==> config.mk <==
export PLATFORM = sky130hd
export DESIGN_NAME = rx_filter_engine
export DESIGN_NICKNAME = d
export VERILOG_FILES = /design/src/rtl/rxf_pkg.sv /design/src/rtl/rxf_match.sv /design/src/rtl/rxf_scan.sv /design/src/rtl/rxf_shadow.sv /design/src/rtl/rxf_flags.sv /design/src/rtl/rx_filter_engine.sv
export SDC_FILE = /design/constraint.sdc
export NUM_CORES = 1
export LEC_CHECK = 0
export CAP_MARGIN = 5
export CORE_AREA = 2 2 161 163
export DETAILED_ROUTE_END_ITERATION = 16
export DIE_AREA = 0 0 163 165
export PLACE_DENSITY_LB_ADDON = 0.2
export SLEW_MARGIN = 10
export SYNTH_ARGS = -nofsm -noshare
export SYNTH_HDL_FRONTEND = slang
export SYNTH_SLANG_ARGS = --single-unit
==> constraint.sdc <==
create_clock -name clk_i -period 2.6 [get_ports clk_i]
set_input_delay 0.52 -clock clk_i [delete_from_list [all_inputs] [get_ports clk_i]]
set_output_delay 0.52 -clock clk_i [all_outputs]
set_load 0.05 [all_outputs]
==> src/rtl/rxf_pkg.sv <==
package rxf_pkg;
  typedef enum logic [1:0] {
    RES_STORE = 2'd0,
    RES_DEFER = 2'd1,
    RES_FIFO  = 2'd2,
    RES_DROP  = 2'd3
  } res_e;
endpackage

==> src/rtl/rxf_match.sv <==
module rxf_match #(
  parameter int ID_W  = 11,
  parameter int CYC_W = 6
) (
  input  logic [ID_W-1:0]  id_i,
  input  logic [CYC_W-1:0] cyc_i,
  input  logic             chan_i,
  input  logic [ID_W-1:0]  f_id_i,
  input  logic [ID_W-1:0]  f_id_msk_i,
  input  logic [CYC_W-1:0] f_cyc_i,
  input  logic [CYC_W-1:0] f_cyc_msk_i,
  input  logic             f_chan_i,
  input  logic             f_chan_msk_i,
  output logic             hit_o
);
  logic id_ok, cyc_ok, chan_ok;
  assign id_ok   = ((id_i ^ f_id_i) & f_id_msk_i) == '0;
  assign cyc_ok  = ((cyc_i ^ f_cyc_i) & f_cyc_msk_i) == '0;
  assign chan_ok = !f_chan_msk_i || (chan_i == f_chan_i);
  assign hit_o   = id_ok && cyc_ok && chan_ok;
endmodule

==> src/rtl/rxf_scan.sv <==
module rxf_scan
  import rxf_pkg::*;
#(
  parameter int NUM_BUF   = 8,
  parameter int FIFO_BUFS = 2,
  parameter int ID_W      = 11,
  parameter int CYC_W     = 6,
  parameter int IDX_W     = 3
) (
  input  logic               clk_i,
  input  logic               rst_ni,
  input  logic               frm_valid_i,
  input  logic               frm_ok_i,
  input  logic [ID_W-1:0]    frm_id_i,
  input  logic [CYC_W-1:0]   frm_cyc_i,
  input  logic               frm_chan_i,
  input  logic [NUM_BUF-1:0] hit_i,
  input  logic               fifo_hit_i,
  input  logic [NUM_BUF-1:0] locked_i,
  output logic [ID_W-1:0]    cur_id_o,
  output logic [CYC_W-1:0]   cur_cyc_o,
  output logic               cur_chan_o,
  output logic               dec_o,
  output res_e               dec_res_o,
  output logic [IDX_W-1:0]   dec_idx_o,
  output logic               done_o,
  output res_e               done_res_o,
  output logic [IDX_W-1:0]   done_idx_o,
  output logic               fifo_wr_o
);
  localparam logic [IDX_W-1:0] FIRST = IDX_W'(FIFO_BUFS);
  localparam logic [IDX_W-1:0] LAST  = IDX_W'(NUM_BUF - 1);

  logic             busy_q;
  logic [IDX_W-1:0] ptr_q;

  always_comb begin
    dec_o     = 1'b0;
    dec_res_o = RES_DROP;
    dec_idx_o = ptr_q;
    if (busy_q) begin
      if (hit_i[ptr_q]) begin
        dec_o     = 1'b1;
        dec_res_o = locked_i[ptr_q] ? RES_DEFER : RES_STORE;
      end else if (ptr_q == LAST) begin
        dec_o     = 1'b1;
        dec_res_o = fifo_hit_i ? RES_FIFO : RES_DROP;
      end
    end
  end

  always_ff @(posedge clk_i or negedge rst_ni) begin
    if (!rst_ni) begin
      busy_q     <= 1'b0;
      ptr_q      <= FIRST;
      cur_id_o   <= '0;
      cur_cyc_o  <= '0;
      cur_chan_o <= 1'b0;
      done_o     <= 1'b0;
      done_res_o <= RES_DROP;
      done_idx_o <= '0;
      fifo_wr_o  <= 1'b0;
    end else begin
      if (!busy_q) begin
        if (frm_valid_i && frm_ok_i) begin
          busy_q     <= 1'b1;
          ptr_q      <= FIRST;
          cur_id_o   <= frm_id_i;
          cur_cyc_o  <= frm_cyc_i;
          cur_chan_o <= frm_chan_i;
        end
      end else if (dec_o) begin
        busy_q <= 1'b0;
      end else begin
        ptr_q <= ptr_q + 1'b1;
      end
      done_o     <= dec_o;
      done_res_o <= dec_res_o;
      done_idx_o <= dec_idx_o;
      fifo_wr_o  <= dec_o && (dec_res_o == RES_FIFO);
    end
  end


  invalid_ignored_chk: assert property (@(posedge clk_i) disable iff (!rst_ni)
    (!busy_q && frm_valid_i && !frm_ok_i) |=> !busy_q);

  scan_floor_chk: assert property (@(posedge clk_i) disable iff (!rst_ni)
    (done_o && (done_res_o == RES_STORE || done_res_o == RES_DEFER)) |-> (done_idx_o >= FIRST));

  done_spacing_chk: assert property (@(posedge clk_i) disable iff (!rst_ni)
    done_o |=> !done_o);
endmodule

==> src/rtl/rxf_shadow.sv <==
module rxf_shadow #(
  parameter int NUM_BUF = 8,
  parameter int IDX_W   = 3
) (
  input  logic               clk_i,
  input  logic               rst_ni,
  input  logic               defer_i,
  input  logic [IDX_W-1:0]   defer_idx_i,
  input  logic               defer_chan_i,
  input  logic [NUM_BUF-1:0] release_i,
  output logic [NUM_BUF-1:0] deliver_o,
  output logic               lost_o
);
  localparam int NSLOT = 4;  // two per channel; slot bit 1 selects channel

  logic [NSLOT-1:0] slot_v;
  logic [IDX_W-1:0] slot_t [NSLOT];
  logic [NSLOT-1:0] same, alloc;
  logic             any_same;

  always_comb begin
    deliver_o = '0;
    same      = '0;
    alloc     = '0;
    for (int s = 0; s < NSLOT; s++) begin
      if (slot_v[s] && release_i[slot_t[s]]) deliver_o[slot_t[s]] = 1'b1;
      same[s] = slot_v[s] && (slot_t[s] == defer_idx_i);
    end
    for (int s = 0; s < NSLOT; s++) begin
      if (!slot_v[s] && (((s / 2) != 0) == defer_chan_i) && (alloc == '0)) alloc[s] = 1'b1;
    end
    any_same = |same;
  end

  always_ff @(posedge clk_i or negedge rst_ni) begin
    if (!rst_ni) begin
      slot_v <= '0;
      for (int s = 0; s < NSLOT; s++) slot_t[s] <= '0;
      lost_o <= 1'b0;
    end else begin
      for (int s = 0; s < NSLOT; s++) begin
        if (slot_v[s] && release_i[slot_t[s]]) slot_v[s] <= 1'b0;
        if (defer_i && !any_same && alloc[s]) begin
          slot_v[s] <= 1'b1;
          slot_t[s] <= defer_idx_i;
        end
      end
      lost_o <= defer_i && (any_same || (alloc == '0));
    end
  end

  for (genvar a = 0; a < NSLOT; a++) begin : g_pa
    for (genvar b = a + 1; b < NSLOT; b++) begin : g_pb

      single_pending_chk: assert property (@(posedge clk_i) disable iff (!rst_ni)
        !(slot_v[a] && slot_v[b] && (slot_t[a] == slot_t[b])));
    end
  end
endmodule

==> src/rtl/rxf_flags.sv <==
module rxf_flags #(
  parameter int NUM_BUF = 8
) (
  input  logic               clk_i,
  input  logic               rst_ni,
  input  logic [NUM_BUF-1:0] lock_req_i,
  input  logic [NUM_BUF-1:0] clr_i,
  input  logic [NUM_BUF-1:0] wr_i,
  input  logic [NUM_BUF-1:0] deliver_i,
  input  logic [NUM_BUF-1:0] irq_en_i,
  output logic [NUM_BUF-1:0] ack_o,
  output logic [NUM_BUF-1:0] locked_o,
  output logic [NUM_BUF-1:0] release_o,
  output logic [NUM_BUF-1:0] upd_o,
  output logic [NUM_BUF-1:0] full_o,
  output logic               irq_o
);
  // a buffer being released this edge counts as unlocked
  assign locked_o  = ack_o & lock_req_i;
  assign release_o = ack_o & ~lock_req_i;
  assign irq_o     = |(full_o & irq_en_i);

  always_ff @(posedge clk_i or negedge rst_ni) begin
    if (!rst_ni) begin
      ack_o  <= '0;
      full_o <= '0;
      upd_o  <= '0;
    end else begin
      ack_o  <= lock_req_i;
      full_o <= (full_o & ~clr_i) | wr_i | deliver_i;
      upd_o  <= wr_i | deliver_i;
    end
  end

  for (genvar i = 0; i < NUM_BUF; i++) begin : g_chk

    locked_write_chk: assert property (@(posedge clk_i) disable iff (!rst_ni)
      locked_o[i] |-> !wr_i[i]);

    full_set_chk: assert property (@(posedge clk_i) disable iff (!rst_ni)
      (wr_i[i] || deliver_i[i]) |=> full_o[i]);
  end
endmodule

==> src/rtl/rx_filter_engine.sv <==
module rx_filter_engine
  import rxf_pkg::*;
#(
  parameter int NUM_BUF   = 8,
  parameter int FIFO_BUFS = 2,
  parameter int ID_W      = 11,
  parameter int CYC_W     = 6,
  localparam int IDX_W    = $clog2(NUM_BUF)
) (
  input  logic                     clk_i,
  input  logic                     rst_ni,
  input  logic                     frm_valid_i,
  input  logic                     frm_ok_i,
  input  logic [ID_W-1:0]          frm_id_i,
  input  logic [CYC_W-1:0]         frm_cyc_i,
  input  logic                     frm_chan_i,
  input  logic [NUM_BUF-1:0]       buf_en_i,
  input  logic [NUM_BUF*ID_W-1:0]  buf_id_i,
  input  logic [NUM_BUF*ID_W-1:0]  buf_id_msk_i,
  input  logic [NUM_BUF*CYC_W-1:0] buf_cyc_i,
  input  logic [NUM_BUF*CYC_W-1:0] buf_cyc_msk_i,
  input  logic [NUM_BUF-1:0]       buf_chan_i,
  input  logic [NUM_BUF-1:0]       buf_chan_msk_i,
  input  logic [NUM_BUF-1:0]       irq_en_i,
  input  logic                     fifo_en_i,
  input  logic [ID_W-1:0]          fifo_id_i,
  input  logic [ID_W-1:0]          fifo_id_msk_i,
  input  logic [CYC_W-1:0]         fifo_cyc_i,
  input  logic [CYC_W-1:0]         fifo_cyc_msk_i,
  input  logic                     fifo_chan_i,
  input  logic                     fifo_chan_msk_i,
  input  logic [NUM_BUF-1:0]       lock_req_i,
  output logic [NUM_BUF-1:0]       lock_ack_o,
  input  logic [NUM_BUF-1:0]       clr_full_i,
  output logic                     done_o,
  output logic [1:0]               done_res_o,
  output logic [IDX_W-1:0]         done_idx_o,
  output logic                     fifo_wr_o,
  output logic                     lost_o,
  output logic [NUM_BUF-1:0]       upd_o,
  output logic [NUM_BUF-1:0]       full_o,
  output logic                     irq_o
);
  logic [ID_W-1:0]    cur_id;
  logic [CYC_W-1:0]   cur_cyc;
  logic               cur_chan;
  logic [NUM_BUF-1:0] raw_hit, hit, locked, release_v, deliver, wr_vec;
  logic               fifo_raw, dec;
  res_e               dec_res, dn_res;
  logic [IDX_W-1:0]   dec_idx;

  for (genvar i = 0; i < NUM_BUF; i++) begin : g_flt
    rxf_match #(.ID_W(ID_W), .CYC_W(CYC_W)) u_match (
      .id_i(cur_id), .cyc_i(cur_cyc), .chan_i(cur_chan),
      .f_id_i(buf_id_i[i*ID_W +: ID_W]), .f_id_msk_i(buf_id_msk_i[i*ID_W +: ID_W]),
      .f_cyc_i(buf_cyc_i[i*CYC_W +: CYC_W]), .f_cyc_msk_i(buf_cyc_msk_i[i*CYC_W +: CYC_W]),
      .f_chan_i(buf_chan_i[i]), .f_chan_msk_i(buf_chan_msk_i[i]),
      .hit_o(raw_hit[i])
    );
  end
  assign hit = raw_hit & buf_en_i;

  rxf_match #(.ID_W(ID_W), .CYC_W(CYC_W)) u_fifo_match (
    .id_i(cur_id), .cyc_i(cur_cyc), .chan_i(cur_chan),
    .f_id_i(fifo_id_i), .f_id_msk_i(fifo_id_msk_i),
    .f_cyc_i(fifo_cyc_i), .f_cyc_msk_i(fifo_cyc_msk_i),
    .f_chan_i(fifo_chan_i), .f_chan_msk_i(fifo_chan_msk_i),
    .hit_o(fifo_raw)
  );

  rxf_scan #(.NUM_BUF(NUM_BUF), .FIFO_BUFS(FIFO_BUFS), .ID_W(ID_W), .CYC_W(CYC_W),
             .IDX_W(IDX_W)) u_scan (
    .clk_i, .rst_ni, .frm_valid_i, .frm_ok_i, .frm_id_i, .frm_cyc_i, .frm_chan_i,
    .hit_i(hit), .fifo_hit_i(fifo_raw && fifo_en_i), .locked_i(locked),
    .cur_id_o(cur_id), .cur_cyc_o(cur_cyc), .cur_chan_o(cur_chan),
    .dec_o(dec), .dec_res_o(dec_res), .dec_idx_o(dec_idx),
    .done_o, .done_res_o(dn_res), .done_idx_o, .fifo_wr_o
  );
  assign done_res_o = dn_res;

  always_comb begin
    wr_vec = '0;
    if (dec && dec_res == RES_STORE) wr_vec[dec_idx] = 1'b1;
  end

  rxf_shadow #(.NUM_BUF(NUM_BUF), .IDX_W(IDX_W)) u_shadow (
    .clk_i, .rst_ni,
    .defer_i(dec && dec_res == RES_DEFER), .defer_idx_i(dec_idx), .defer_chan_i(cur_chan),
    .release_i(release_v), .deliver_o(deliver), .lost_o
  );

  rxf_flags #(.NUM_BUF(NUM_BUF)) u_flags (
    .clk_i, .rst_ni, .lock_req_i, .clr_i(clr_full_i), .wr_i(wr_vec), .deliver_i(deliver),
    .irq_en_i, .ack_o(lock_ack_o), .locked_o(locked), .release_o(release_v),
    .upd_o, .full_o, .irq_o
  );
endmodule

==> After elaboration in Yosys (flattened, before gate mapping) <==
Index checks and enable logic that the tools add are counted.
{ "op_classes": {"add_sub_neg": 1, "order_cmp": 10, "eq_ne": 17, "n_mux": 53, "n_bitwise": 52, "reduce_logical": 104} }
{ "op_table": {"columns": ["op", "n"], "rows": [
  ["$and A11 B11 Y11", 9],
  ["$logic_not A11 Y1", 9],
  ["$xor A11 B11 Y11", 9],
  ["$and A6 B6 Y6", 9],
  ["$logic_not A6 Y1", 9],
  ["$xor A6 B6 Y6", 9],
  ["$logic_and A1 B1 Y1", 49],
  ["$or A8 B8 Y8", 6],
  ["$and A8 B8 Y8", 5],
  ["$mux W8", 5],
  ["$mux W1", 31],
  ["$lt A3 B4 Y1 const B", 5],
  ["$bmux W1 S3", 6],
  ["$not A8 Y8", 2],
  ["$demux W1 S3", 5],
  ["$ge A3 B1 Y1 const B", 5],
  ["$logic_not A1 Y1", 14],
  ["$eq A3 B3 Y1", 4],
  ["$logic_or A1 B1 Y1", 10],
  ["$reduce_bool A2 Y1", 5],
  ["$eq A1 B1 Y1", 9],
  ["$mux W3", 3],
  ["$reduce_or A8 Y1", 1],
  ["$mux W2", 3],
  ["other kinds (11)", 15]
]} }
{ "totals": {"ff_bits": 70, "in_bits": 379, "output_inout_bits": 33, "wordCells": 258} }

==> Logic depth before layout (Yosys ltp) <==
Gate-level depths: netlist of run 1.
{ "depth": {"depth_word": 15, "mapped_depth": 10, "ltp_nobuf": 8} }

==> Hierarchy <==
A second synthesis of run 1 with hierarchy kept.
{ "unflattened": {"hier_cells": 606, "hier_area_um2": 5992.0} }
{ "by_module_without_submodules": {"columns": ["mod", "n_inst", "cells_each", "area_per_inst_um2"], "rows": [
  ["rxf_match", 9, 31, 250.2],
  ["rxf_shadow", 1, 151, 1425.1],
  ["rxf_scan", 1, 84, 1273.7],
  ["rxf_flags", 1, 69, 897.1],
  ["rx_filter_engine", 1, 23, 143.9]
]} }

==> Worst setup path after synthesis of run 1 <==
Ideal clock, no wire load.
{ "synth_path": {"path_kind": "register to register", "start": "register u_scan.ptr_q[1] (netlist: u_scan.dec_idx_o[1])", "end": "register u_shadow.slot_t[9] in the netlist's numbering", "setup_time_ns": 0.128, "t_arrival_ns": 2.344, "required_ns": 2.472, "path_slack_ns": 0.128, "stages_incl_launch_ff": 10, "n_path_buf": 1, "period_less_slack_ns": 2.472, "path_cell_list": "dfstp_2 -> buf_2 -> or3b_1 -> o22ai_1 -> nor2_1 -> and3_1 -> nand2b_1 -> nor3_4 -> and3_1 -> mux2_1"} }
{ "synth_via": {"elab_chain_len": 9} }
{ "synth_lines": {"columns": ["element", "line_no", "text"], "rows": [
  ["from (decl)", "rxf_scan.sv:35", "logic [IDX_W-1:0] ptr_q;"],
  ["from (signal assigned)", "rxf_scan.sv:75", "ptr_q <= ptr_q + 1'b1;"],
  ["$bmux W1 S3", "rxf_scan.sv:44", "dec_res_o = locked_i[ptr_q] ? RES_DEFER : RES_STORE;"],
  ["$mux W1 (implied by the code)", "rxf_scan.sv:44", null],
  ["$mux W1", "rxf_scan.sv:44", null],
  ["$mux W2", "rxf_scan.sv:42", "if (hit_i[ptr_q]) begin"],
  ["$mux W2", "rxf_scan.sv:41", "if (busy_q) begin"],
  ["$eq A2 B1 Y1", "rx_filter_engine.sv:88", ".defer_i(dec && dec_res == RES_DEFER), .defer_idx_i(dec_idx), .defer_chan_i(cur_chan),"],
  ["$logic_and A1 B1 Y1", "rx_filter_engine.sv:88", null],
  ["$logic_and A1 B1 Y1 (*) (2 in a row)", "rxf_shadow.sv:43", "if (defer_i && !any_same && alloc[s]) begin"],
  ["to (signal, indexed assignment)", "rxf_shadow.sv:45", "slot_t[s] <= defer_idx_i;"],
  ["to (decl)", "rxf_shadow.sv:17", "logic [IDX_W-1:0] slot_t [NSLOT];"]
]} }
Mark *: on every way between the ends. The rest lies on a longest branch, timed or not. The select of a mux whose other input is x is not followed.
A chain may end at the register's enable or synchronous reset.

==> Worst setup path after layout of run 1 <==
{ "layout_path": {"start": "input buf_cyc_i[20]", "end": "register u_shadow.slot_t[9] in the netlist's numbering"} }
{ "layout_via": {"elab_chain_len": 14} }
{ "layout_lines": {"columns": ["element", "line_no", "text"], "rows": [
  ["from (decl)", "rx_filter_engine.sv:20", "input logic [NUM_BUF*CYC_W-1:0] buf_cyc_i,"],
  ["$xor A6 B6 Y6 (*)", "rxf_match.sv:18", "assign cyc_ok = ((cyc_i ^ f_cyc_i) & f_cyc_msk_i) == '0;"],
  ["$and A6 B6 Y6 (*)", "rxf_match.sv:18", null],
  ["$logic_not A6 Y1 (*)", "rxf_match.sv:18", null],
  ["$logic_and A1 B1 Y1 (*) (2 in a row)", "rxf_match.sv:20", "assign hit_o = id_ok && cyc_ok && chan_ok;"],
  ["$and A8 B8 Y8 (*)", "rx_filter_engine.sv:61", "assign hit = raw_hit & buf_en_i;"],
  ["$bmux W1 S3 (*)", "rxf_scan.sv:42", null],
  ["$mux W1 (implied by the code) (*)", "rxf_scan.sv:42", null],
  ["$mux W2", "rxf_scan.sv:42", null],
  ["$mux W2", "rxf_scan.sv:41", null],
  ["$eq A2 B1 Y1", "rx_filter_engine.sv:88", null],
  ["$logic_and A1 B1 Y1 (*)", "rx_filter_engine.sv:88", null],
  ["$logic_and A1 B1 Y1 (*) (2 in a row)", "rxf_shadow.sv:43", null]
]} }
Marked as above.

==> impl_metrics.yaml, run 1 <==
place:
  place_congestion: 0.9416
  place_area_mm2: 0.01121
  io_buffers: 411
  dp_hpwl_um: 28640
layout:
  syn_to_final_growth_pct: 98.48
  drive_gt1_share_pct: 16.39
  final_common_cell: "clkdlybuf4s50_1"
  n_fill_cell: 2403
  mostFrequentLayoutCells: "clkdlybuf4s50_1 (404), xor2_1 (159), buf_4 (82)"
  nets: 1536
  finish.utilization_pct: 48.15
  regArea_mm2: 0.001767
  final_cell_area_mm2: 0.01205
  multi_input_area_mm2: 0.004280
logic_synthesis:
  netlist_area_mm2: 0.006073
  synth_warnings: 0
  ys_seq_area_share_pct: 28.90
  synth_nets: 1039
  synth_cell_types: 68
  synthCells: 658
  synth_seq_cells: 70
  avgSynthCellArea_um2: 9.230
  yosys-top-cells-area: "dfrtp_1 (28%), xor2_1 (23%), a22oi_1 (7.7%)"
  synth_ff_type: "dfrtp_1"
  yosysTopAreaCellShare_pct: 27.61
  yosys.area.top_type: "dfrtp_1"
  synth_edf_count: 0
  async_flop_share_pct: 100.0
worst_setup_path:
  worstPathCellList: "clkdlybuf4s50_1, xor2_1, a22oi_2, nand4_1, o31ai_2, buf_4, o21ai_4, nor3_4, and3_4, mux2_4"
  crit_path_max_incr_delay_ps: 420
  cp_max_fo: 4
  end_kind: "register"
  crit_required_ps: 2830
  reg2reg_depth: 10
  crit_slowest_cell: "clkdlybuf4s50_1"
  crit_arrival_ps: 3080
  start_kind: "input port"
  critPathKind: "input port to register"
route:
  drt-initial-drc-count: 380
  drc: 0
  wl_um: 34130
  drt-vias-per-instance: 4.732
  wire_per_inst_um: 22.91
  drtPass1Iterations: 4
  vias: 7051
  ant_nets: 0
worst_hold_path:
  hp-class: "input port to async pin"
floorplanning:
  io_pins: 412
  core_area_mm2: 0.02504
  initial_core_util_pct: 24.26
  row_count: 58
  die_h_um: 165
  die_x_um: 163
  dieArea_mm2: 0.02690
status:
  status: "complete, but fails checks"
  violations: "setup timing"
grt:
  grt_pass1_wl_um: 48140
  first_global_vias: 7356
  antenna_found_initial: 2
  grt_max_degree: 71
  grt_usage_pct: 24.92
  overflow: 0
pwr:
  p_leak_nw: 5.295
  p_seq_share_pct: 19.1
  power_w: 0.009758
  switching_share_pct: 42.42
  power_density_mw_per_mm2: 809.5
  ir_worst_vdd_mv: 0.4066
  cell_internal_pwr_w: 0.005618
  power_frac_clock_pct: 14.4
  p_sw_w: 0.004139
  pwr-share-comb_pct: 66.4
sta:
  slew_viol_final: 0
  worstMarginPinSlew_ps: 906.1
  rsz0062_at_grt: "true"
  fin_ws_ps: -257.5
  hold_ws_ps: 293.8
  skew_ps: 8.136
  tns_ps: -4498
  finalSetupViolCount: 32
  max_clock_freq_mhz: 350.0
  period_needed_ps: 2857
  slew_headroom_pct: 39.59
  period_share_pct: 109.9
  hold_viol_final: 0
clock_tree:
  hold_buffers: 0
  cts_tree: "yes"
  cts_buffers: 9
  clkSlewWorstSetupHoldPaths_ps: 60
  h-tree-depth: 3
  cts_buffer_depth: 2
  cts.sinks: 70
  clkLatencyLatePin_ps: 340
  root_buffer: "clkbuf_16"
job:
  drv_cap: 0
through the flow:
stage | worst slack, ps | cells
2_1_floorplan | 128.5 | 658
3_3_place_gp | -722.4 | 1450
3_5_place_dp | -738.8 | 1450
4_1_cts | -193.9 | 1480
5_1_grt | -387.1 | 1490
6_report | -257.5 | 1490
layer usage:
metal	up-vias	GRT usage [%]	wire, um
met4	2	6.436	801
met5	-	0	16
met1	3326	30.56	14120
li1	3357	-	-
met2	316	42.28	15950
met3	50	7.961	3243
registers in the layout, indices dropped and copies added (netlist names), 2 cells and up:
signal,cells
u_scan.dec_idx_o,3
u_shadow.slot_v,4
u_flags.full_o,8
u_scan.done_idx_o,3
u_scan.cur_cyc_o,6
u_flags.ack_o,8
u_scan.done_res_o,2
u_flags.upd_o,8
u_scan.cur_id_o,11
u_shadow.slot_t,12
power by group through the flow:
stage               combinational (W)  clock, W  sequential [W]
CTS                           0.00632   0.00144         0.00188
detailed placement            0.00580         0         0.00191
global route                  0.00689   0.00150         0.00192
global placement              0.00580         0         0.00191
finish                        0.00648   0.00141         0.00187
floorplan                     0.00295         0         0.00187
synthesized netlist by cell type (6+ instances only):
library cell  number
and3_1             6
buf_2             10
buf_4              8
a22o_1             7
inv_1             13
a22oi_1           62
nand2_1           82
nor3b_1            9
xnor2_1           12
a21boi_0           8
nor2_1            16
mux2_1            10
nand4_1           23
a21o_1             7
nor3_1             7
xor2_1           162
nand2b_1          16
clkbuf_1          12
nor2b_1           11
buf_6              6
nand3_1           15
dfrtp_1           67
kinds of logic after synthesis:
| group | Yosys count | synth area share, % |
|---|---|---|
| AO/OA/AOI/OAI | 135 | 17.92 |
| XOR/XNOR | 174 | 25.09 |
| adder cells (fa/ha/maj) | 2 | 0.4120 |
| buffers and inverters | 51 | 4.594 |
| flip-flops | 70 | 28.90 |
| multiplexers | 21 | 4.594 |
| AND/OR/NAND/NOR | 205 | 18.48 |
worst paths after layout:
path,start,end,slack [ps]
max in group asynchronous,rst_ni,u_scan.cur_id_o[10]$_DFFE_PN0P_,1640
min in group clk_i,u_flags.full_o[7]$_DFF_PN0_,u_flags.full_o[7]$_DFF_PN0_,530
worst min register to register,u_flags.full_o[7]$_DFF_PN0_,u_flags.full_o[7]$_DFF_PN0_,530
worst max-delay path,buf_cyc_i[20],u_shadow.slot_t[9]$_DFFE_PN0P_,-260
worst max register to register,u_scan.cur_id_o[7]$_DFFE_PN0P_,u_shadow.slot_t[5]$_DFFE_PN0P_,-240
worst min-delay path,rst_ni,u_flags.upd_o[2]$_DFF_PN0_,290
layout make-up:
class | instances | share of cell area [%]
clock inverters | 6 | 0.9238
diodes | 1 | 0.02076
inverters | 15 | 0.4671
well taps | 330 | 3.425
repair buffers | 522 | 43.13
flip-flops and latches | 70 | 14.66
multi-input cells | 537 | 35.51
clock buffers | 9 | 1.868
what timing repair did:
action,CTS,global route
pin swaps,26,22
resized for setup,57,18
endpoints found under the hold margin,0,0
setup buffers,16,11
setup endpoints to repair,39,39
critical path, delay by kind of cell:
kind                      cells  cell delay, ps
AOI/OAI and AO/OA             3             620
muxes                         1             300
buffers and inverters         2             580
and+or+nand+nor               3             900
xor gates and xnor gates      1             150
(Power assumes the default switching activity.)
==> inputs of run 2 (changes only) <==
PLACE_DENSITY_LB_ADDON = 0.1   (was 0.2)
RECOVER_POWER = 50   (was not set)
==> run 2 against run 1 <==
Compared with the run above:
- the flow finishes with violations (capacitance limit, slew limit, setup timing)
- clock skew increased by 2.3 ps
- sequential share of layout area is 0.14 points lower
- hold slack better by 180 ps
- non-clock buffer count rose by 4
- via count is 0.24% higher
- clock power decreased by 4%
- register-to-register slack worse by 50 ps
- utilization increased by 0.30 points
- global-route usage up 2.5 points
- total power shrank 1.1%
- design area increased by 0.62%
==> impl_metrics.yaml, run 2 (synthesis gave the netlist of run 1 again) <==
sta:
  max_clock_freq_mhz: 340.8
  worstMarginPinSlew_ps: 1835
  period_needed_ps: 2934
  hold_ws_ps: 478.4
  fin_ws_ps: -334.1
  rsz0062_at_grt: "true"
  finalSetupViolCount: 32
  slew_viol_final: 71
  slew_headroom_pct: -22.37
  tns_ps: -5036
  skew_ps: 10.48
  period_share_pct: 112.8
  hold_viol_final: 0
layout:
  fin_cells: 1498
  finish.utilization_pct: 48.45
  nets: 1540
  reg.largest.list: "u_shadow.slot_t: 12 flops, u_scan.cur_id_o: 11 flops"
  final_common_cell: "clkdlybuf4s50_1"
  syn_to_final_growth_pct: 99.71
  top_register: "u_shadow.slot_t"
  drive_gt1_share_pct: 17.44
  mostFrequentLayoutCells: "clkdlybuf4s50_1 (405), xor2_1 (157), buf_4 (85)"
  largest_register_ffs: 12
status:
  violations: "capacitance limit, slew limit, setup timing"
  status: "complete, but fails checks"
worst_setup_path:
  reg2reg_depth: 9
  start_kind: "input port"
  critPathKind: "input port to register"
  crit_end: "u_shadow.slot_t[1]$_DFFE_PN0P_"
  end_kind: "register"
  regToRegStartpoint: "u_scan.cur_id_o[2]$_DFFE_PN0P_"
  r2r_end: "u_shadow.slot_t[1]$_DFFE_PN0P_"
  crit_required_ps: 2830
  crit_arrival_ps: 3160
  rrSetupSlack_ps: -290
  cp_max_fo: 4
  setup.worst_path.start: "buf_cyc_i[17]"
route:
  drc: 0
  vias: 7068
  drt-initial-drc-count: 395
  wire_per_inst_um: 24.78
  drtPass1Iterations: 7
  drt-vias-per-instance: 4.718
  wl_um: 37120
  ant_nets: 0
grt:
  first_global_vias: 7423
  grt_usage_pct: 27.42
  grt_pass1_wl_um: 51560
  overflow: 0
  antenna_found_initial: 10
  grt_max_degree: 71
place:
  place_congestion: 0.9449
  dp_hpwl_um: 31800
  dp_cells: 1459
  io_buffers: 411
clock_tree:
  h-tree-depth: 3
  clkLatencyLatePin_ps: 350
  root_buffer: "clkbuf_16"
  hold_buffers: 0
  cts_buffers: 9
  cts_buffer_depth: 2
  cts.sinks: 70
  clkSlewWorstSetupHoldPaths_ps: 60
  cts_tree: "yes"
floorplanning:
  core_area_mm2: 0.02504
  die_x_um: 163
  row_count: 58
  dieArea_mm2: 0.02690
  io_pins: 412
  die_h_um: 165
  initial_core_util_pct: 24.26
pwr:
  p_leak_nw: 5.337
  power_density_mw_per_mm2: 795.4
  ir_worst_vdd_mv: 0.4070
worst_hold_path:
  hp-class: "register to register"
job:
  drv_cap: 1
run 2: cell count changes in the layout (fill, tap and decap cells not counted), moves of 5 or more:
cell     previous run  this run
mux2_1              7         0
mux2_4              4        11
a22oi_1            56        51
a22oi_2             6        11
dfrtp_1            58        63
dfrtp_2             9         4
run 2: layout make-up:
cell class,instances,area (um^2)
fill,2431,12910
timing repair buffer,526,5220
multi-input combinational,537,4347
sequential,70,1760
tap,330,412.9
clock buffer,9,225.2
clock inverter,7,97.59
inverter,15,56.30
antenna,4,10.01
run 2: power breakdown:
| group | switching [W] | total, W | internal (W) |
|---|---|---|---|
| Clock | 0.000520 | 0.00136 | 0.000843 |
| Combinational | 0.00320 | 0.00646 | 0.00326 |
| Sequential | 0.000407 | 0.00182 | 0.00142 |
| Total | 0.00412 | 0.00965 | 0.00552 |
run 2: per-stage QoR:
stage               setup WS [ps]  cell area [um^2]  total power (W)
floorplan                   128.5              6073         0.004818
global placement           -763.1             11290         0.007630
detailed placement         -779.8             11290         0.007652
CTS                        -254.5             11900         0.009404
global route               -378.2             12120          0.01017
finish                     -334.1             12130         0.009648
run 2: worst min-delay path by stage:
| stage | startpoint | depth (start not counted) | endpoint |
|---|---|---|---|
| 6_report | u_scan.dec_idx_o[1]$_DFFE_PN1P_ | 0 | u_scan.done_idx_o[1]$_DFF_PN0_ |
| 5_1_grt | u_scan.dec_idx_o[1]$_DFFE_PN1P_ | 0 | u_scan.done_idx_o[1]$_DFF_PN0_ |
| 4_1_cts | rst_ni | 2 | u_flags.full_o[7]$_DFF_PN0_ |
| 3_5_place_dp | u_scan.dec_idx_o[1]$_DFFE_PN1P_ | 0 | u_scan.done_idx_o[1]$_DFF_PN0_ |
| 3_3_place_gp | u_scan.dec_idx_o[1]$_DFFE_PN1P_ | 0 | u_scan.done_idx_o[1]$_DFF_PN0_ |
| 2_1_floorplan | rst_ni | 0 | u_flags.ack_o[0]$_DFF_PN0_ |
run 2: worst max-delay path, cell delays in order:
cell and delay (ps):
clkdlybuf4s50_1 440, xor2_1 150, a22oi_1 250, nand4_1 250, a2111oi_2 370, o22ai_2 200
nor3_4 330, buf_6 170, nand4_4 150, mux2_4 330
run 2: repair_timing:
item | CTS | global route
pin swaps | 24 | 30
setup endpoints to repair | 39 | 39
setup buffers | 10 | 10
resized for setup | 44 | 36
run 2: metal layers:
metal | track usage [%] | up-vias | wire length, um
met5 | 0 | - | 66
met4 | 3.218 | 10 | 163
met3 | 8.187 | 19 | 2887
met2 | 49.29 | 314 | 18630
met1 | 33.23 | 3361 | 15370
li1 | - | 3364 | -
==> inputs of run 3 (changes only) <==
CTS_CLUSTER_SIZE = 8   (was not set)
MAX_ROUTING_LAYER = met4   (was not set)
PLACE_DENSITY = 0.68   (was not set)
PLACE_DENSITY_LB_ADDON = not set   (was 0.1)
==> run 3 against run 2 <==
Compared with the run above:
- the run still ends with capacitance limit, slew limit, setup timing left
- via count increased by 1.3%
- clock skew increased by 2.5 ps
- sequential share of layout area increased by 0.26 points
- critical path depth is 3 higher
- combinational power down 2%
- utilization down 0.84 points
- total power down 0.54%
- hold slack improved by 37 ps
- clock power grew 4%
- non-clock buffer count decreased by 10
- sequential cell count unchanged
- final cell count is 0.80% lower
- critical path type is now register to register
==> impl_metrics.yaml, run 3 (synthesis gave the netlist of run 1 again) <==
status:
  status: "complete, but fails checks"
  violations: "capacitance limit, slew limit, setup timing"
route:
  wire_per_inst_um: 22.95
  drt-initial-drc-count: 507
  drt-vias-per-instance: 4.818
  ant_nets: 0
  drtPass1Iterations: 5
  drc: 0
  wl_um: 34110
  vias: 7159
clock_tree:
  hold_buffers: 0
  cts.sinks: 70
  clkSlewWorstSetupHoldPaths_ps: 60
  cts_buffers: 9
  h-tree-depth: 3
  root_buffer: "clkbuf_16"
  cts_buffer_depth: 2
  clkLatencyLatePin_ps: 340
  cts_tree: "yes"
pwr:
  p_sw_w: 0.004134
  pwr-share-comb_pct: 65.7
  switching_share_pct: 43.08
  power_density_mw_per_mm2: 805.1
  ir_worst_vdd_mv: 0.4181
  p_seq_share_pct: 19.5
  cell_internal_pwr_w: 0.005461
  power_frac_clock_pct: 14.8
  p_leak_nw: 5.239
sta:
  fin_ws_ps: -428.6
  slew_viol_final: 71
  skew_ps: 12.94
  hold_viol_final: 0
  rsz0062_at_grt: "true"
  period_share_pct: 116.5
  hold_ws_ps: 515.4
  period_needed_ps: 3029
  worstMarginPinSlew_ps: 1795
  slew_headroom_pct: -19.67
  max_clock_freq_mhz: 330.2
  finalSetupViolCount: 39
grt:
  grt_pass1_wl_um: 48160
  antenna_found_initial: 2
  grt_max_degree: 71
  first_global_vias: 7494
  grt_usage_pct: 25.56
  overflow: 0
floorplanning:
  die_x_um: 163
  dieArea_mm2: 0.02690
  initial_core_util_pct: 24.26
  io_pins: 412
  die_h_um: 165
  core_area_mm2: 0.02504
  row_count: 58
place:
  dp_cells: 1455
  io_buffers: 411
  place_area_mm2: 0.01126
  place_congestion: 1.033
  dp_hpwl_um: 28440
layout:
  reg.largest.list: "u_shadow.slot_t: 12 flops, u_scan.cur_id_o: 11 flops"
  fin_cells: 1486
  top_register: "u_shadow.slot_t"
  final_cell_area_mm2: 0.01192
  mostFrequentLayoutCells: "clkdlybuf4s50_1 (409), xor2_1 (162), buf_4 (83)"
  final_common_cell: "clkdlybuf4s50_1"
  nets: 1530
  drive_gt1_share_pct: 15.00
  finish.utilization_pct: 47.61
  largest_register_ffs: 12
  n_fill_cell: 2391
  syn_to_final_growth_pct: 96.25
worst_setup_path:
  end_kind: "register"
  crit_required_ps: 2820
  crit_arrival_ps: 3250
  crit_path_max_incr_delay_ps: 410
  path_delay_family: "buffers and inverters"
  critPathKind: "register to register"
  start_kind: "register"
  path_buf_inv: 5
  worstPathCellList: "buf_12, buf_12, buf_4, xor2_1, a22oi_1, nand4_1, a2111oi_4, buf_4, o21ai_2, nor3_4, buf_4, nand4_4, mux2_4"
  crit_slowest_cell: "dfrtp_1"
  cp_max_fo: 7
  crit_top_cell: "buf_4"
job:
  drv_cap: 1
worst_hold_path:
  hp-class: "register to register"
run 3: cell count changes in the layout (fill, tap and decap cells not counted), moves of 3 or more:
cell,before,now
a22oi_1,51,61
a22oi_2,11,1
buf_6,14,7
xor2_1,157,162
clkdlybuf4s50_1,405,409
xor2_2,4,0
mux2_1,0,3
mux2_4,11,8
run 3: what timing repair did:
action                     CTS  global route
gates resized for setup     20            23
setup endpoints to repair   39            40
cloned                       0             0
pin swaps                   13            13
buffers inserted            12             3
run 3: path summary, 6_finish.rpt:
check	start	slack (ps)	to	cells after the start
setup / recovery	u_scan.cur_chan_o$_DFFE_PN0P_	-430	u_shadow.slot_t[1]$_DFFE_PN0P_	13
hold / removal	u_flags.full_o[7]$_DFF_PN0_	520	u_flags.full_o[7]$_DFF_PN0_	1
setup reg to reg	u_scan.cur_chan_o$_DFFE_PN0P_	-430	u_shadow.slot_t[1]$_DFFE_PN0P_	13
hold reg to reg	u_flags.full_o[7]$_DFF_PN0_	520	u_flags.full_o[7]$_DFF_PN0_	1
max in group asynchronous	rst_ni	640	u_scan.cur_id_o[1]$_DFFE_PN0P_	2
min in group asynchronous	rst_ni	760	u_flags.upd_o[7]$_DFF_PN0_	2
run 3: area by class of cell:
cell class / instances / area (um^2) / area share [%]
repair buffers: 516 / 5106 / 42.84
multi-input cells: 537 / 4239 / 35.57
diodes: 3 / 7.507 / 0.06299
flip-flops and latches: 70 / 1760 / 14.77
clock buffers: 9 / 225.2 / 1.890
clock inverters: 6 / 111.4 / 0.9343
well taps: 330 / 412.9 / 3.464
inverters: 15 / 56.30 / 0.4724
run 3: routing by layer:
| layer | vias to the layer above | GRT usage, % | wire length [um] |
|---|---|---|---|
| met5 | - | - | 0 |
| met4 | 0 | 7.120 | 801 |
| met3 | 50 | 5.399 | 2741 |
| met2 | 364 | 43.66 | 16500 |
| met1 | 3393 | 30.53 | 14070 |
| li1 | 3352 | - | - |
run 3: worst register-to-register path: stages (launching register included):
cell	delay [ps]
dfrtp_1	410
buf_12	150
buf_12	120
buf_4	170
xor2_1	160
a22oi_1	190
nand4_1	230
a2111oi_4	260
buf_4	170
o21ai_2	90
nor3_4	300
buf_4	170
nand4_4	160
mux2_4	330
run 3: power by group through the flow:
stage / sequential, W / combinational (W) / clock (W)
3_5_place_dp: 0.00190 / 0.00579 / 0
6_report: 0.00187 / 0.00630 / 0.00142
5_1_grt: 0.00192 / 0.00667 / 0.00151
2_1_floorplan: 0.00187 / 0.00295 / 0
3_3_place_gp: 0.00189 / 0.00576 / 0
4_1_cts: 0.00187 / 0.00613 / 0.00145
run 3: through the flow:
| step | setup TNS, ps | worst slack [ps] | total power, W |
|---|---|---|---|
| 2_1_floorplan | 0 | 128.5 | 0.004818 |
| 3_3_place_gp | -32950 | -986.3 | 0.007650 |
| 3_5_place_dp | -36970 | -1103 | 0.007694 |
| 4_1_cts | -16940 | -539.6 | 0.009450 |
| 5_1_grt | -14700 | -486.7 | 0.01010 |
| 6_report | -9559 | -428.6 | 0.009595 |
